File: src/rtl/usec_timebase_pkg.sv
// Shared constants and types for the microsecond timebase.
// Assumes byte offsets on the register port and an 8-bit divider field width.
package usec_timebase_pkg;
    localparam int FRAC_W    = 8;
    localparam int OFS_COUNT = 'h10;
    localparam int OFS_CFG   = 'h14;
    localparam int OFS_HOLD  = 'h4c;

    typedef struct packed {
        logic [FRAC_W-1:0] num_m1;
        logic [FRAC_W-1:0] den_m1;
    } div_cfg_t;
endpackage

File: src/rtl/usec_regs.sv
// Register file for the timebase: divider setting, freeze bit and read mux.
// Assumes CNT_W <= DATA_W and 2*FRAC_W <= DATA_W; reads are combinational.
module usec_regs
    import usec_timebase_pkg::*;
#(
    parameter int       ADDR_W  = 8,
    parameter int       DATA_W  = 32,
    parameter int       CNT_W   = 32,
    parameter div_cfg_t RST_CFG = 16'h000b
) (
    input  logic              clk,
    input  logic              rst_n,
    input  logic [ADDR_W-1:0] addr,
    input  logic [DATA_W-1:0] wdata,
    input  logic              we,
    input  logic [CNT_W-1:0]  count,
    output logic [DATA_W-1:0] rdata,
    output logic [FRAC_W-1:0] num_m1,
    output logic [FRAC_W-1:0] den_m1,
    output logic              freeze,
    output logic              cfg_wr
);
    localparam int CFG_W = 2 * FRAC_W;

    div_cfg_t cfg_q;
    logic     freeze_q;
    logic     unused_wdata;

    assign unused_wdata = &{1'b0, wdata[DATA_W-1:CFG_W]};
    assign cfg_wr = we && (addr == ADDR_W'(OFS_CFG));
    assign num_m1 = cfg_q.num_m1;
    assign den_m1 = cfg_q.den_m1;
    assign freeze = freeze_q;

    // Capture writes to the divider setting and the freeze bit.
    always_ff @(posedge clk) begin
        if (!rst_n) begin
            cfg_q    <= RST_CFG;
            freeze_q <= 1'b0;
        end else if (we) begin
            if (addr == ADDR_W'(OFS_CFG))  cfg_q    <= wdata[CFG_W-1:0];
            if (addr == ADDR_W'(OFS_HOLD)) freeze_q <= wdata[0];
        end
    end

    // Select read data by offset; unmapped offsets return zero.
    always_comb begin
        rdata = '0;
        if (addr == ADDR_W'(OFS_COUNT))     rdata[CNT_W-1:0] = count;
        else if (addr == ADDR_W'(OFS_CFG))  rdata[CFG_W-1:0] = cfg_q;
        else if (addr == ADDR_W'(OFS_HOLD)) rdata[0]         = freeze_q;
    end
endmodule

File: src/rtl/usec_frac_div.sv
// Fractional tick divider: adds the numerator each cycle, ticks and subtracts
// the denominator when the sum reaches it. Assumes numerator <= denominator.
module usec_frac_div #(
    parameter int FRAC_W = 8
) (
    input  logic              clk,
    input  logic              rst_n,
    input  logic [FRAC_W-1:0] num_m1,
    input  logic [FRAC_W-1:0] den_m1,
    input  logic              restart,
    input  logic              hold,
    output logic              tick
);
    localparam int ACC_W = FRAC_W + 2;

    logic [ACC_W-1:0] acc_q;
    logic [ACC_W-1:0] num;
    logic [ACC_W-1:0] den;
    logic [ACC_W-1:0] sum;
    logic             tick_q;

    assign num  = ACC_W'(num_m1) + 1'b1;
    assign den  = ACC_W'(den_m1) + 1'b1;
    assign sum  = acc_q + num;
    assign tick = tick_q;

    // Advance the accumulator and register the tick decision.
    always_ff @(posedge clk) begin
        if (!rst_n || restart) begin
            acc_q  <= '0;
            tick_q <= 1'b0;
        end else if (hold) begin
            tick_q <= 1'b0;
        end else if (sum >= den) begin
            acc_q  <= sum - den;
            tick_q <= 1'b1;
        end else begin
            acc_q  <= sum;
            tick_q <= 1'b0;
        end
    end
endmodule

File: src/rtl/usec_counter.sv
// Free-running microsecond count, advanced by one per unfrozen tick.
// Assumes the tick is a single-cycle pulse; wraps at 2^CNT_W.
module usec_counter #(
    parameter int CNT_W = 32
) (
    input  logic             clk,
    input  logic             rst_n,
    input  logic             tick,
    input  logic             hold,
    output logic [CNT_W-1:0] count
);
    logic [CNT_W-1:0] count_q;

    assign count = count_q;

    // Increment on each tick unless frozen.
    always_ff @(posedge clk) begin
        if (!rst_n)              count_q <= '0;
        else if (tick && !hold)  count_q <= count_q + 1'b1;
    end
endmodule

File: src/rtl/usec_timebase.sv
// Top of the microsecond timebase: register port, fractional divider, counter.
// Assumes clk is the reference clock and the port runs in the same domain.
module usec_timebase
    import usec_timebase_pkg::*;
#(
    parameter int ADDR_W = 8,
    parameter int DATA_W = 32,
    parameter int CNT_W  = 32
) (
    input  logic              clk,
    input  logic              rst_n,
    input  logic [ADDR_W-1:0] bus_addr,
    input  logic [DATA_W-1:0] bus_wdata,
    input  logic              bus_we,
    output logic [DATA_W-1:0] bus_rdata,
    output logic              usec_tick
);
    logic [FRAC_W-1:0] cfg_num_m1;
    logic [FRAC_W-1:0] cfg_den_m1;
    logic              freeze_q;
    logic              cfg_wr;
    logic [CNT_W-1:0]  count_q;

    usec_regs #(
        .ADDR_W (ADDR_W),
        .DATA_W (DATA_W),
        .CNT_W  (CNT_W)
    ) i_regs (
        .clk    (clk),
        .rst_n  (rst_n),
        .addr   (bus_addr),
        .wdata  (bus_wdata),
        .we     (bus_we),
        .count  (count_q),
        .rdata  (bus_rdata),
        .num_m1 (cfg_num_m1),
        .den_m1 (cfg_den_m1),
        .freeze (freeze_q),
        .cfg_wr (cfg_wr)
    );

    usec_frac_div #(
        .FRAC_W (FRAC_W)
    ) i_div (
        .clk     (clk),
        .rst_n   (rst_n),
        .num_m1  (cfg_num_m1),
        .den_m1  (cfg_den_m1),
        .restart (cfg_wr),
        .hold    (freeze_q),
        .tick    (usec_tick)
    );

    usec_counter #(
        .CNT_W (CNT_W)
    ) i_cnt (
        .clk   (clk),
        .rst_n (rst_n),
        .tick  (usec_tick),
        .hold  (freeze_q),
        .count (count_q)
    );
endmodule

File: config.mk
export PLATFORM = sky130hd
export DESIGN_NAME = usec_timebase
export DESIGN_NICKNAME = d
export VERILOG_FILES = /design/src/rtl/usec_timebase_pkg.sv /design/src/rtl/usec_regs.sv /design/src/rtl/usec_frac_div.sv /design/src/rtl/usec_counter.sv /design/src/rtl/usec_timebase.sv
export SDC_FILE = /design/constraint.sdc
export NUM_CORES = 1
export LEC_CHECK = 0
export BUFFER_PORTS_ARGS = -buffer_cell sky130_fd_sc_hd__buf_2
export CAP_MARGIN = 20
export CORE_UTILIZATION = 45
export DETAILED_ROUTE_END_ITERATION = 8
export PLACE_DENSITY = 0.71
export SLEW_MARGIN = 20
export SYNTH_ARGS = -nofsm -noshare
export SYNTH_HDL_FRONTEND = slang
export SYNTH_SLANG_ARGS = --single-unit
File: constraint.sdc
create_clock -name clk -period 10.3 [get_ports clk]
set_input_delay 1.03 -clock clk [delete_from_list [all_inputs] [get_ports clk]]
set_output_delay 1.03 -clock clk [all_outputs]
set_load 0.005 [all_outputs]
# [Word level (Yosys, flattened, before mapping)]
# Index checks and enable logic that the tools add are counted.
[word_totals] register_bits=60 out_inout_bits=33
[op_classes] add_sub_neg=5 n_lt_le_gt_ge=1 n_eq_ne=3 mux=7 n_reduce_logical=8
[ops] operator="$add A32 B1 Y32 const B" n=1
[ops] operator="$mux W16" n=2
[ops] operator="$add A8 B1 Y9 const B" n=2
[ops] operator="$eq A8 B5 Y1 const B" n=2
[ops] operator="$mux W15" n=1
[ops] operator="$add A10 B10 Y10" n=1
[ops] operator="$ge A10 B10 Y1" n=1
[ops] operator="$mux W10" n=1
[ops] operator="$sub A10 B10 Y10" n=1
[ops] operator="$eq A8 B7 Y1 const B" n=1
[ops] operator="$reduce_and A2 Y1" n=2
[ops] operator="$mux W1" n=3
[ops] operator="$logic_and A1 B1 Y1" n=2
[ops] operator="$logic_not A1 Y1" n=2
[ops] operator="$reduce_or A2 Y1" n=1
[ops] operator="$logic_or A1 B1 Y1" n=1

# [Depth between registers and ports, before layout]
# Gate-level depths: netlist of the first run.
[depth] word_depth=4 depth_mapped=18

# [By module]
# Synthesis of the first run repeated with hierarchy kept, for this count alone.
[unflattened] hier_cells=489 hier_area_um2=4172.8
[by_module_without_submodules] module="usec_counter" n_inst=1 cells_each=178 area_each_um2=1559.0
[by_module_without_submodules] module="usec_frac_div" n_inst=1 cells_each=190 area_each_um2=1547.7
[by_module_without_submodules] module="usec_regs" n_inst=1 cells_each=121 area_each_um2=1066.0

# [Least setup slack after synthesis of the first run]
# OpenSTA, ideal clock, no wires.
[synth_timing] path_type="register to register" from="reg i_regs.cfg_q (netlist bit i_regs.num_m1[0])" to="reg i_div.acc_q[0]" arrival_ns=3.387 slack_ns=6.841 path_stages_with_launch=18 n_path_buf=1 period_less_slack_ns=3.459 cell_sequence="dfxtp_1 ha_1 nand3_1 nor2_1 xor2_1 ha_1 a21o_1 a21oi_1 a21oi_1 a311oi_2 ha_1 o21ai_0 nand2b_1 nor3_2 buf_2 mux2i_1 nand2_1 a21oi_1"
[synth_via] elab_chain_len=4
[synth_rtl] item="from (decl)" line_no="usec_regs.sv:25" text="div_cfg_t cfg_q;"
[synth_rtl] item="from (signal assigned)" line_no="usec_regs.sv:41" text="if (addr == ADDR_W'(OFS_CFG)) cfg_q <= wdata[CFG_W-1:0];"
[synth_rtl] item="$add A8 B1 Y9 (*)" line_no="usec_frac_div.sv:22" text="assign num = ACC_W'(num_m1) + 1'b1;"
[synth_rtl] item="$add A10 B10 Y10 (*)" line_no="usec_frac_div.sv:24" text="assign sum = acc_q + num;"
[synth_rtl] item="$sub A10 B10 Y10 / $ge A10 B10 Y1 (equally long branches)" line_no="usec_frac_div.sv:35, usec_frac_div.sv:34"
[synth_rtl] item="$mux W10 (*)" line_no="usec_frac_div.sv:34" text="end else if (sum >= den) begin"
[synth_rtl] item="to (signal assigned)" line_no="usec_frac_div.sv:35" text="acc_q <= sum - den;"
[synth_rtl] item="to (signal assigned)" line_no="usec_frac_div.sv:38" text="acc_q <= sum;"
[synth_rtl] item="to (decl)" line_no="usec_frac_div.sv:16" text="logic [ACC_W-1:0] acc_q;"
# Mark *: on every way between the ends. The rest lies on a longest branch, timed or not.
# A chain may end at the register's enable or synchronous reset.

# [Final worst setup path of the first run]
[layout_timing] from="reg i_regs.cfg_q (netlist bit i_regs.num_m1[1])" to="reg i_div.acc_q[8]"
# The elaborated chain is that of the path after synthesis.

==> flow_metrics.env, run 1 <==
export IMPL_antenna_found_initial=0
export IMPL_die_area_um2=9097
export IMPL_clockPowerShare_pct=25.4
export IMPL_area_growth_pct=13.97
export IMPL_finalPower_uw=758.0
export IMPL_worstSetupStartpointType="register"
export IMPL_hold_viol_final=0
export IMPL_io_pins=76
export IMPL_comb_power_share_pct=39.0
export IMPL_die_w_um=95.38
export IMPL_p_leak_nw=1.920
export IMPL_synth_top_area_cell="dfxtp_1"
export IMPL_yosysWarnings=0
export IMPL_p_per_area_nw_per_um2=169.5
export IMPL_hpwlAfterDp_um=6722
export IMPL_endpoint="i_div.acc_q[8]"
export IMPL_r2r_slack_ns=6.03
export IMPL_cts_repair_resized=0
export IMPL_h_tree_depth=3
export IMPL_syn_area_um2=3924
export IMPL_critPathArrivalTime_ns=4.51
export IMPL_fin_setup_tns_ns=0
export IMPL_synth_top_area_share_pct=30.61
export IMPL_synth_seq_cells=60
export IMPL_synthArstFlopShare_pct=0
export IMPL_clock_path_buffers=2
export IMPL_grt_util_all_layers_pct=20.83
export IMPL_drv_slew=0
export IMPL_pwr_share_seq_pct=35.7
export IMPL_nets=605
export IMPL_drive_above_1_share_pct=15.53
export IMPL_slew_headroom_pct=41.17
export IMPL_drv_cap=0
export IMPL_fmax_ghz=0.2343
export IMPL_critPathLaunch="i_regs.num_m1[1]"
export IMPL_synthCells=484
export IMPL_crit_type="register to register"
export IMPL_synth_distinct_cells=45
export IMPL_syn_avg_cell_area_um2=8.107
export IMPL_cts_root_buf="clkbuf_8"
export IMPL_std_cell_rows=33
export IMPL_worst_setup_path_end_kind="register"
export IMPL_initial_core_util_pct=47.04
export IMPL_synth_area_top_cells="dfxtp_1, xnor2_1, ha_1"
export IMPL_period_needed_ns=4.267
export IMPL_seqCellArea_um2=1201
export IMPL_p_int_uw=483.9
export IMPL_skew_ns=0.01187
export IMPL_clk_pin_slew_ns=0.06
export IMPL_reg2reg_depth=17
export IMPL_switching_power_uw=274.1
export IMPL_swShare_pct=36.17
export IMPL_avgViaCountPerCell=5.276
export IMPL_synth_net_count=552
export IMPL_hold_ws_ns=0.4726
export IMPL_vias=3408
export IMPL_drt_wl_total_um=8988
export IMPL_r2r_start="i_regs.num_m1[1]"
export IMPL_crit_fanout=14
export IMPL_post_route_period_util_pct=41.43
export IMPL_tightest_slew_ns=0.8776
export IMPL_grt_pass1_vias=3197
export IMPL_cp_required_ns=10.55
export IMPL_multi_input_area_um2=2615
export IMPL_grt_overflow=0
export IMPL_die_y_um=95.38
export IMPL_drc_errors=0
export IMPL_ys_seq_area_share_pct=30.61
export IMPL_rsz0062_at_grt="false"
export IMPL_hold_buffers=0
export IMPL_synth_main_ff_cell="dfxtp_1"
export IMPL_portBuffers=59
export IMPL_cts_made_buffers=9
export IMPL_setup_viol=0
export IMPL_drtIter0Drc=144
export IMPL_cts_tree="done"
export IMPL_synth_edf_count=0
export IMPL_fp_coreArea_um2=8341
export IMPL_ant_nets=0
export IMPL_grt_pass1_wl_um=14660
export IMPL_wire_per_inst_um=13.91
export IMPL_synth_common_cells="nand2_1, dfxtp_1, and2_1"
export IMPL_utilization_pct=53.62
export IMPL_gp_congestion=0.8806
export IMPL_cts_sinks=60
export IMPL_grt_start_max_net_pins=52
export IMPL_fill_cells=801
export IMPL_yosys_cell_count_top_type="nand2_1"
export IMPL_worstHoldPathType="register to register"
export IMPL_post_cts_buffers=0
export IMPL_diodes=0
export IMPL_drt_pass1_iterations=4
export IMPL_vdd_ir_drop_max_mv=0.09275
export IMPL_outcome="finished, final reports clean"
export IMPL_worst_r2r_endpoint="i_div.acc_q[8]"
export IMPL_clock_latency_ns=0.34
[metrics by stage]
stage | setup slack, ns | std cells | instance area [um^2]
detailed placement | 6.052 | 631 | 4293
global route | 5.618 | 646 | 4472
global placement | 6.105 | 631 | 4293
floorplan | 6.841 | 484 | 3924
finish | 6.033 | 646 | 4472
CTS | 6.032 | 646 | 4469
[layer usage]
| layer | up-vias | global-route usage, % | share of wire [%] |
|---|---|---|---|
| met5 | - | 0 | 0 |
| met4 | 0 | 5.970 | 0.99 |
| met3 | 9 | 4.705 | 4.4 |
| met2 | 75 | 34.88 | 46 |
| met1 | 1533 | 26.72 | 48 |
| li1 | 1791 | - | - |
[power by group through the flow]
stage	combinational, mW	clock (mW)	sequential, mW
finish	0.295	0.192	0.270
floorplan	0.244	0	0.270
detailed placement	0.293	0	0.275
global placement	0.284	0	0.275
CTS	0.295	0.195	0.271
global route	0.336	0.207	0.273
[worst min path at each step]
stage | startpoint | endpoint | slack (ns) | depth (start not counted)
global placement | i_div.acc_q[0] | i_div.acc_q[0] | 0.46 | 2
CTS | i_div.acc_q[0] | i_div.acc_q[0] | 0.48 | 2
global route | i_div.acc_q[0] | i_div.acc_q[0] | 0.50 | 2
finish | i_div.acc_q[0] | i_div.acc_q[0] | 0.47 | 2
detailed placement | i_div.acc_q[0] | i_div.acc_q[0] | 0.47 | 2
floorplan | i_div.acc_q[0] | i_div.acc_q[0] | 0.44 | 2
[sequential cells by signal, summed over array words and instances (netlist names)]
signal         count
i_regs.den_m1      8
i_div.tick         1
i_regs.freeze      1
i_div.acc_q       10
i_regs.num_m1      8
i_cnt.count       32
[cell families after synthesis]
group | share of synthesized area, %
xor+xnor | 11.61
simple gates | 29.15
buf+inv | 2.965
fa+ha+maj | 8.355
mux | 1.786
compound gates | 15.53
flops | 30.61
[final cells by class]
type	count	share of cell area, %
Tap cell	105	2.938
Clock buffer	11	3.386
Timing Repair Buffer	60	6.771
Multi-Input combinational cell	394	58.48
Clock inverter	4	0.5596
Sequential cell	60	26.86
Inverter	12	1.007
[cell usage in the layout (no fill, tap or decap), types with 2 or more instances in the layout]
cell type	count
a21boi_0	14
clkbuf_8	11
nor2_1	33
buf_2	59
nor3_1	6
or4_1	2
o21ai_0	14
xor2_1	16
nand2_1	63
a21oi_1	20
fa_1	2
nand3_1	22
a21boi_1	3
and4_1	5
or3_1	4
and3_1	7
dfxtp_1	60
xnor2_1	36
a211oi_1	7
nand4_1	13
o21a_1	2
a21o_1	2
clkinvlp_4	2
a22o_1	15
and2_1	42
inv_1	11
mux2i_1	7
clkinv_2	2
nand2b_1	5
nor2b_1	12
o211ai_1	2
ha_1	23
o21ai_1	3
[worst max-delay path, cell delays in order (launching register included)]
cell and delay [ns]:
dfxtp_1 0.44, ha_1 0.22, nand3_1 0.13, xnor2_1 0.25, ha_1 0.32, a21oi_1 0.19
o21a_1 0.18, o21ai_0 0.10, xnor2_1 0.27, ha_1 0.33, o21ai_1 0.14, nor2_1 0.08
o21ai_0 0.15, nand2b_1 0.10, nor3_2 0.73, nor2_1 0.14, xnor2_1 0.16, a211oi_1 0.23
(Power assumes the default switching activity.)
==> run 2, diff against run 1 <==
--- a/config.mk
+++ b/config.mk
@@ -9,7 +9,7 @@
 export CAP_MARGIN = 20
 export CORE_UTILIZATION = 45
 export DETAILED_ROUTE_END_ITERATION = 8
-export PLACE_DENSITY = 0.71
+export PLACE_DENSITY = 0.74
 export SLEW_MARGIN = 20
 export SYNTH_ARGS = -nofsm -noshare
 export SYNTH_HDL_FRONTEND = slang
==> constraint.sdc (replaced) <==
create_clock -name clk -period 3.8 [get_ports clk]
set_input_delay 0.38 -clock clk [delete_from_list [all_inputs] [get_ports clk]]
set_output_delay 0.38 -clock clk [all_outputs]
set_load 0.005 [all_outputs]
==> run 2 against run 1 <==
Effect of this change:
- design area grew 2.9%
- critical path depth grew 1
- utilization increased by 1.6 points
- die area is the same
- sequential share of layout area down 0.66 points
- global-route usage fell by 0.43 points
- critical endpoint is now i_div.acc_q[1]
- largest power group unchanged
==> flow_metrics.env, run 2 (synthesized netlist as in run 1, its figures left out) <==
export IMPL_outcome="finished, final reports clean"
export IMPL_r2r_start="i_regs.num_m1[0]"
export IMPL_drv_cap=0
export IMPL_antenna_found_initial=0
export IMPL_utilization_pct=55.19
export IMPL_clk_pin_slew_ns=0.07
export IMPL_place_ws_ns=0.05998
export IMPL_r2r_slack_ns=0.23
export IMPL_cp_num_buf_inv=1
export IMPL_die_area_um2=9097
export IMPL_grt_util_all_layers_pct=20.40
export IMPL_gp_congestion=0.8190
export IMPL_avgViaCountPerCell=5.392
export IMPL_io_pins=76
export IMPL_fmax_ghz=0.2798
export IMPL_dr_wl_met3_um=442
export IMPL_cts_made_buffers=9
export IMPL_drt_wl_total_um=8992
export IMPL_crit_type="register to register"
export IMPL_initial_core_util_pct=47.04
export IMPL_skew_ns=0.007244
export IMPL_critPathArrivalTime_ns=3.83
export IMPL_hold_buffers=0
export IMPL_period_needed_ns=3.574
export IMPL_clock_path_buffers=2
export IMPL_std_cell_rows=33
export IMPL_slew_headroom_pct=48.13
export IMPL_die_y_um=95.38
export IMPL_grt_pass1_wl_um=14380
export IMPL_layout_commonest_cell="nand2_1"
export IMPL_drtIter0Drc=114
export IMPL_diodes=0
export IMPL_cts_tree="done"
export IMPL_post_route_period_util_pct=94.04
export IMPL_slowest_delay_ns=0.37
export IMPL_h_tree_depth=3
export IMPL_cp_common_cell="ha_1"
export IMPL_grt_pass1_vias=3164
export IMPL_highest_layer="met4"
export IMPL_tightest_slew_ns=0.7764
export IMPL_p_leak_nw=1.990
export IMPL_drc_errors=0
export IMPL_die_w_um=95.38
export IMPL_p_per_area_nw_per_um2=476.4
export IMPL_worstSetupStartpointType="register"
export IMPL_largest_register_ff_count=32
export IMPL_hpwlAfterDp_um=6569
export IMPL_ant_nets=0
export IMPL_crit_fanout=13
export IMPL_min_from="bus_wdata[3]"
export IMPL_hold_viol_final=0
export IMPL_grt_start_max_net_pins=52
export IMPL_drive_above_1_share_pct=18.80
export IMPL_vias=3521
export IMPL_drt_met1_wl_um=4190
export IMPL_drv_slew=0
export IMPL_worst_setup_path_end_kind="register"
export IMPL_met2_length_um=4225
export IMPL_worst_slack_ns=0.2264
export IMPL_vdd_ir_drop_max_mv=0.2557
export IMPL_slowest_stage="dfxtp_2"
export IMPL_worstHoldPathType="input pin to register"
export IMPL_setup_viol=0
export IMPL_crit_chain="ha_1 -> nand3_2 -> xnor2_2 -> ha_1 -> a21oi_2 -> o21a_1 -> o21ai_1 -> xnor2_1 -> ha_1 -> o21ai_1 -> nor2_1 -> o21ai_0 -> nand2b_1 -> nor3_4 -> buf_12 -> mux2i_1 -> nand2_1 -> a21oi_1"
export IMPL_clock_latency_ns=0.34
export IMPL_fill_cells=802
export IMPL_drt_pass1_iterations=6
export IMPL_cts_root_buf="clkbuf_8"
export IMPL_fp_coreArea_um2=8341
export IMPL_cp_required_ns=4.06
export IMPL_critPathLaunch="i_regs.num_m1[0]"
export IMPL_finalPower_mw=2.193
export IMPL_cp_top_family="compound AO/OA/AOI/OAI gates"
export IMPL_area_growth_pct=17.31
export IMPL_cts_sinks=60
export IMPL_nets=612
export IMPL_final_cell_mix="nand2_1, buf_2, dfxtp_1"
export IMPL_grt_overflow=0
export IMPL_wire_per_inst_um=13.77
export IMPL_portBuffers=59
[run 2: cell count changes in the layout (fill, tap and decap cells not counted), sizes merged]
cell      before  now
clkinvlp       2    1
bufinv         0    1
buf           60   67
clkinv         3    4
clkbuf        11   10
[run 2: worst paths after layout]
path | to | cells after the start
setup / recovery | i_div.acc_q[1] | 18
hold / removal | i_regs.den_m1[3] | 3
setup reg to reg | i_div.acc_q[1] | 18
hold reg to reg | i_div.acc_q[0] | 2
[run 2: layer usage]
layer	GRT usage, %	up-vias
met1	26.04	1619
met4	5.721	0
li1	-	1796
met5	0	-
met2	33.69	90
met3	5.502	16
[run 2: layout make-up]
cell class	count	area (um^2)	area share (%)
clock buffers	10	137.6	2.990
repair buffers	67	367.9	7.991
multi-input cells	394	2663	57.84
flip-flops and latches	60	1206	26.20
well taps	105	131.4	2.854
inverters	12	45.04	0.9785
clock inverters	5	52.55	1.142
[run 2: repair_timing]
item,4_1_cts,5_1_grt
endpoints found under the setup margin,0,9
setup buffers,0,3
resized for setup,0,15
[run 2: metrics by stage]
step,instances,hold WS [ns],cell area (um^2),setup TNS [ns]
5_1_grt,653,0.2600,4603,-0.01633
6_report,653,0.2477,4603,0
3_3_place_gp,635,0.4565,4335,0
3_5_place_dp,635,0.4662,4335,0
2_1_floorplan,484,0.4447,3924,0
4_1_cts,650,0.2406,4526,0
[run 2: tightest hold or removal path: stages]
cell and delay (ns):
buf_2 0.07, nand2_1 0.04, nand3_1 0.06
[run 2: power breakdown]
group	leakage, nW	internal (mW)	switching (mW)	total, mW
sequential	0.488	0.685	0.0488	0.734
combinational	1.40	0.419	0.478	0.897
clock	0.0979	0.313	0.249	0.562
